**src/rtl/status_readout_pkg.sv**
```systemverilog
package status_readout_pkg;
  localparam int unsigned BUS_W     = 16;
  localparam int unsigned SEL_W     = 6;
  localparam int unsigned SECT_W    = 5;
  localparam int unsigned PAR_BIT   = 0;
  localparam int unsigned ABORT_BIT = 1;
  localparam int unsigned BUSY_BIT  = 2;
  localparam int unsigned SECT_LSB  = 3;
  localparam int unsigned SECT_MSB  = SECT_LSB + SECT_W - 1;

  typedef struct packed {
    logic [SECT_W-1:0] sector;
    logic              busy;
    logic              abort;
    logic              parity;
  } status_t;

  localparam int unsigned STAT_W = $bits(status_t);
endpackage

```
**src/rtl/sel_latch.sv**
```systemverilog
module sel_latch #(
  parameter int unsigned SEL_W = 6,
  parameter logic [SEL_W-1:0] DEV_SEL = '0
) (
  input  logic             clk_i,
  input  logic             rst_ni,
  input  logic [SEL_W-1:0] sel_code_i,
  input  logic             t2_i,
  output logic             sel_o
);
  logic match;
  assign match = (sel_code_i == DEV_SEL);

  always_ff @(posedge clk_i or negedge rst_ni) begin
    if (!rst_ni)   sel_o <= 1'b0;
    else if (t2_i) sel_o <= match;
  end
endmodule

```
**src/rtl/abort_tracker.sv**
```systemverilog
module abort_tracker (
  input  logic clk_i,
  input  logic rst_ni,
  input  logic drive_ready_i,
  input  logic clear_i,
  input  logic start_i,
  output logic abort_o
);
  logic set_cond;
  assign set_cond = !drive_ready_i || clear_i;

  // set dominates start
  always_ff @(posedge clk_i or negedge rst_ni) begin
    if (!rst_ni)       abort_o <= 1'b0;
    else if (set_cond) abort_o <= 1'b1;
    else if (start_i)  abort_o <= 1'b0;
  end
endmodule

```
**src/rtl/sector_snap.sv**
```systemverilog
module sector_snap #(
  parameter int unsigned SECT_W = 5
) (
  input  logic              clk_i,
  input  logic              rst_ni,
  input  logic              freeze_i,
  input  logic [SECT_W-1:0] sector_i,
  output logic [SECT_W-1:0] snap_o
);
  // avoids reading a count mid-ripple while the host samples
  always_ff @(posedge clk_i or negedge rst_ni) begin
    if (!rst_ni)        snap_o <= '0;
    else if (!freeze_i) snap_o <= sector_i;
  end
endmodule

```
**src/rtl/bus_gate.sv**
```systemverilog
module bus_gate #(
  parameter int unsigned BUS_W  = 16,
  parameter int unsigned STAT_W = 8
) (
  input  logic              en_i,
  input  logic [STAT_W-1:0] word_i,
  output logic [BUS_W-1:0]  bus_o
);
  for (genvar i = 0; i < BUS_W; i++) begin : g_bit
    if (i < STAT_W) begin : g_live
      assign bus_o[i] = en_i & word_i[i];
    end else begin : g_zero
      assign bus_o[i] = 1'b0;
    end
  end
endmodule

```
**src/rtl/status_readout.sv**
```systemverilog
module status_readout
  import status_readout_pkg::*;
#(
  parameter logic [SEL_W-1:0] DEV_SEL = 6'o23
) (
  input  logic              clk_i,
  input  logic              rst_ni,
  input  logic [SEL_W-1:0]  sel_code_i,
  input  logic              t2_i,
  input  logic              io_gate_i,
  input  logic              io_in_i,
  input  logic              start_i,
  input  logic              drive_ready_i,
  input  logic              clear_i,
  input  logic              parity_err_i,
  input  logic              busy_i,
  input  logic [SECT_W-1:0] sector_i,
  output logic [BUS_W-1:0]  bus_o
);
  logic              sel_q;
  logic              abort_q;
  logic [SECT_W-1:0] snap_q;
  logic              freeze;
  logic              bus_en;
  status_t           word;

  sel_latch #(.SEL_W(SEL_W), .DEV_SEL(DEV_SEL)) i_sel (
    .clk_i      (clk_i),
    .rst_ni     (rst_ni),
    .sel_code_i (sel_code_i),
    .t2_i       (t2_i),
    .sel_o      (sel_q)
  );

  abort_tracker i_abort (
    .clk_i         (clk_i),
    .rst_ni        (rst_ni),
    .drive_ready_i (drive_ready_i),
    .clear_i       (clear_i),
    .start_i       (start_i),
    .abort_o       (abort_q)
  );

  assign freeze = sel_q & io_gate_i;

  sector_snap #(.SECT_W(SECT_W)) i_snap (
    .clk_i    (clk_i),
    .rst_ni   (rst_ni),
    .freeze_i (freeze),
    .sector_i (sector_i),
    .snap_o   (snap_q)
  );

  assign bus_en = freeze & io_in_i;

  always_comb begin
    word        = '0;
    word.parity = parity_err_i;
    word.abort  = abort_q;
    word.busy   = busy_i;
    word.sector = snap_q;
  end

  bus_gate #(.BUS_W(BUS_W), .STAT_W(STAT_W)) i_gate (
    .en_i   (bus_en),
    .word_i (word),
    .bus_o  (bus_o)
  );
endmodule

```
**config.mk**
```make
export PLATFORM = sky130hd
export DESIGN_NAME = status_readout
export DESIGN_NICKNAME = d
export VERILOG_FILES = /design/src/rtl/status_readout_pkg.sv /design/src/rtl/sel_latch.sv /design/src/rtl/abort_tracker.sv /design/src/rtl/sector_snap.sv /design/src/rtl/bus_gate.sv /design/src/rtl/status_readout.sv
export SDC_FILE = /design/constraint.sdc
export NUM_CORES = 1
export LEC_CHECK = 0
export BUFFER_PORTS_ARGS = -buffer_cell sky130_fd_sc_hd__buf_2
export CAP_MARGIN = 5
export CELL_PAD_IN_SITES_DETAIL_PLACEMENT = 1
export CELL_PAD_IN_SITES_GLOBAL_PLACEMENT = 2
export CORE_MARGIN = 10
export CORE_UTILIZATION = 17
export DETAILED_ROUTE_END_ITERATION = 10
export PLACE_DENSITY = 0.84
export SYNTH_ARGS = -nofsm -noshare
export SYNTH_HDL_FRONTEND = slang
export SYNTH_SLANG_ARGS = --single-unit
```
**constraint.sdc**
```tcl
create_clock -name clk_i -period 1 [get_ports clk_i]
set_input_delay 0.25 -clock clk_i [delete_from_list [all_inputs] [get_ports clk_i]]
set_output_delay 0.25 -clock clk_i [all_outputs]
set_load 0.02 [all_outputs]
```
=== Yosys cells after proc, flatten, opt, wreduce, memory -nomap -nowiden ===
Cells that the tools add are included.

* Input port bits: 21
* Bits in writable memories: 0
* Register bits: 7
* Output and inout port bits: 16
* Bits in latches: 0
* Memories kept: 0
* Logic and storage cells: 19
* ROM bits: 0

* Eq/ne operators: 1
* Bitwise gates (word level): 10
* Mux-type cells: 2
* Reduce and logical (&&, ||, !) cells: 3
* Div/mod/pow operators: 0
* $mul: 0
* Add/subtract/negate cells: 0
* Shifts and indexed selects: 0
* Magnitude comparators: 0

{| class="wikitable"
|+ Operators with widths
! operator !! number
|-
| bitwise AND 1 bit || 10
|-
| == test 6 x 5 -> 1 bit (second input constant) || 1
|-
| 2-to-1 mux 1 bit || 2
|-
| nonzero test 2 bit || 1
|-
| zero test 1 bit || 1
|-
| logical OR 1 bit || 1
|}

=== Longest topological paths before layout ===
* Word-level depth: 3
* Depth in mapped cells: 2
* Mapped depth without buffers: 2

=== Hierarchy ===
Synthesis repeated with hierarchy kept, for this count alone.

* Cells, all modules: 37
* Area total of the unflattened synthesis: 399.1 um2

{| class="wikitable"
|+ Modules (own cells, without submodules)
! module !! seq. area each (um2) !! cells an instance !! instances !! area each (um2)
|-
| sector_snap || 125.1 || 10 || 1 || 181.4
|-
| bus_gate || 0.0 || 17 || 1 || 113.9
|-
| sel_latch || 25.0 || 5 || 1 || 52.6
|-
| abort_tracker || 25.0 || 3 || 1 || 38.8
|-
| status_readout || 0.0 || 2 || 1 || 12.5
|}

=== Worst setup path before layout ===
Ideal clock, no wire load.

* Path kind: reg2out
* Start point: register i_sel.sel_o
* End point: output bus_o[0]
* Setup slack: -0.040 ns
* Arrival time: 0.790 ns
* Buffers on the path: 0
* Stages on the path, launching flop included: 3
* Cell sequence: dfrtp_1 -> and3_2 -> and2_1

* Longest elaborated chain between the ends: 3

{| class="wikitable"
|+ Ends and longest elaborated chain
! element !! RTL line !! text
|-
| start, declared || sel_latch.sv:9 || <nowiki>output logic sel_o</nowiki>
|-
| start signal, assigned || sel_latch.sv:16 || <nowiki>else if (t2_i) sel_o <= match;</nowiki>
|-
| bitwise AND 1 bit || status_readout.sv:44 || <nowiki>assign freeze = sel_q & io_gate_i;</nowiki>
|-
| bitwise AND 1 bit || status_readout.sv:54 || <nowiki>assign bus_en = freeze & io_in_i;</nowiki>
|-
| bitwise AND 1 bit || bus_gate.sv:11 || <nowiki>assign bus_o[i] = en_i & word_i[i];</nowiki>
|-
| end, declared || status_readout.sv:18 || <nowiki>output logic [BUS_W-1:0] bus_o</nowiki>
|}

Every way passes these cells.

=== Worst setup path after layout ===
* Start point: register i_sel.sel_o
* End point: output bus_o[3]

Same word-level chain as after synthesis.

==> flow_metrics.tcl <==
set metrics [dict create \
    io_pins 37 \
    h-tree-depth 1 \
    r2r_slack_ns -0.02 \
    cap_violations 0 \
    die_x_um 68.5 \
    crit_path_max_fanout 8 \
    nFillCells 268 \
    fin_crit_ns 1.32 \
    vias 355 \
    dieArea_mm2 0.00470 \
    seq_area_um2 175 \
    wl_per_cell_um 12.5 \
    vias_per_cell 3.59 \
    track_usage_pct 5.20 \
    numCtsBuffers 3 \
    totalWireLength_um 1240 \
    place_hpwl_um 1090 \
    fin_nets 93 \
    crit_type "reg2out" \
    clock-sinks 7 \
    synthTopCellsByArea "dfrtp_1 (44%), buf_4 (15%), mux2_2 (14%)" \
    die_h_um 68.5 \
    ys.warnings.count 0 \
    multi_input_area_um2 248 \
    synth_cell_type_count 12 \
    grt_pass1_wl_um 1790 \
    post-route-util_pct 31.3 \
    clock_path_buffers 2 \
    fmax_ghz 0.756 \
    synth_area_um2 400 \
    initial_core_util_pct 17.9 \
    synthCells 37 \
    clkTransAtPathRegs_ns 0.05 \
    arrival_ns 1.07 \
    gp_congestion 0.619 \
    hold_path.class "in2reg" \
    final_layout_size_suffix_gt1_share_pct 67.6 \
    power.leakage_nw 0.367 \
    grt_max_degree 9 \
    peakVddDrop_mv 0.578 \
    area_delta_synth_final_pct 74.7 \
    whs_path_depth 2 \
    status "complete, but fails checks" \
    fin_crit_sh_pct 132 \
    firstDrtPassIters 1 \
    clock_skew_ns 0.00264 \
    drc 0 \
    antenna_found_initial 0 \
    r2r_cells 3 \
    rows 17 \
    finalHoldViolCount 0 \
    ant_nets 0 \
    cts-root-buf "clkbuf_4" \
    synth_area_leader_cell "dfrtp_1" \
    r2r_start "i_sel.sel_o" \
    grt_pass1_vias 425 \
    hold_end "i_sel.sel_o" \
    setup_viol 13 \
    yosys.area.top_type_share_pct 43.8 \
    violations "negative setup slack" \
    dp_cells 94 \
    min_from "sel_code_i[2]" \
    hold_ws_ns 0.184 \
    diodes 0 \
    end_kind "output port" \
    core_region_area_mm2 0.00223 \
    finalWorstSetupSlack_ns -0.323 \
    drtIter0Drc 0 \
    portBuffers 28 \
    final_cell_count_no_fill 99 \
    yosysSeqAreaShare_pct 43.8 \
    grt-ovfl-total 0 \
    r2r_end "i_snap.snap_o[2]" \
    synth_seq_cells 7 \
    worst_skew_pair.late_latency_ns 0.24 \
    rsz0062_at_grt "yes" \
    crit_required_ns 0.75 \
    power_mw 0.663 \
    p_per_area_mw_per_mm2 948 \
    final_max_slew_viol_count 0 \
    avgSynthCellArea_um2 10.8 \
    start_kind "flop" \
    cts_tree "built" \
]
[metal layers]
metal / global-route usage [%] / part of all wire, % / wire, um
met1: 4.63 / 35 / 435
met2: 8.18 / 47 / 588
met3: 5.64 / 17 / 215
met4: 0.754 / 0 / 0
met5: 0 / 0 / 0
[cell usage in the layout, fill, tap and decap left out, types with 2 or more instances in the layout]
| master | synthesis | routed |
|---|---|---|
| and2_4 | 0 | 8 |
| buf_2 | 0 | 20 |
| buf_4 | 8 | 2 |
| buf_6 | 0 | 8 |
| clkbuf_4 | 0 | 3 |
| conb_1 | 1 | 8 |
| dfrtp_1 | 7 | 7 |
| mux2_4 | 0 | 5 |
| nand3b_1 | 2 | 2 |
[stage by stage]
| step | TNS [ns] | area (um^2) | setup WS (ns) |
|---|---|---|---|
| after floorplan | 0 | 450 | 0.0117 |
| after global placement | -1.30 | 581 | -0.116 |
| final | -2.67 | 699 | -0.323 |
| after CTS | -2.93 | 699 | -0.350 |
| after global routing | -3.50 | 699 | -0.410 |
| after detailed placement | -1.43 | 581 | -0.128 |
[worst max path at each step]
stage	from	endpoint
global placement	io_gate_i	bus_o[1]
finish	i_sel.sel_o	bus_o[3]
floorplan	i_sel.sel_o	bus_o[0]
detailed placement	io_gate_i	bus_o[3]
CTS	i_sel.sel_o	bus_o[6]
global route	i_sel.sel_o	bus_o[4]
[critical path, cell delays in order (launching register included)]
cell and delay [ns]:
dfrtp_1 0.34, and3_4 0.23, and2_4 0.15, buf_6 0.11
[sequential cells by signal, summed over array words and instances (netlist names)]
signal and flops:
i_abort.abort_o 1, i_sel.sel_o 1, i_snap.snap_o 5
[power breakdown]
part | switching, mW | leakage, nW | total, mW | internal, mW
Clock | 0.0970 | 0.0150 | 0.249 | 0.152
Sequential | 0.00677 | 0.0818 | 0.304 | 0.297
Combinational | 0.0562 | 0.270 | 0.111 | 0.0545
[cells by family (layout without fill, tap and decap cells)]
logic type	after synthesis	in the layout	synth area share, %
buffers and inverters	8	35	15.0
AO/OA/AOI/OAI	1	1	2.19
flip-flops	7	7	43.8
other	1	8	0.937
AND/OR/NAND/NOR	15	15	24.1
multiplexers	5	5	14.1
[synth_stat cells, drive strengths merged]
| cell type | n |
|---|---|
| and2 | 8 |
| buf | 8 |
| dfrtp | 7 |
| mux2 | 5 |
| nand2 | 2 |
| nand3b | 2 |
| and3 | 1 |
| conb | 1 |
| nand2b | 1 |
| o41ai | 1 |
| or2b | 1 |
[area by class of cell]
type	instances	area share, %
multi-input combinational	29	35.4
sequential	7	25.0
timing repair buffer	31	30.8
tap	28	5.01
clock buffer	4	3.76
[repair_timing]
item	CTS	global route
gates resized for setup	23	0
hold endpoints to repair	7	0
hold buffers	1	0
pin swaps	10	2
endpoints found under the setup margin	13	13
buffers inserted	1	1
No activity file was read; power rests on OpenSTA's default activity.
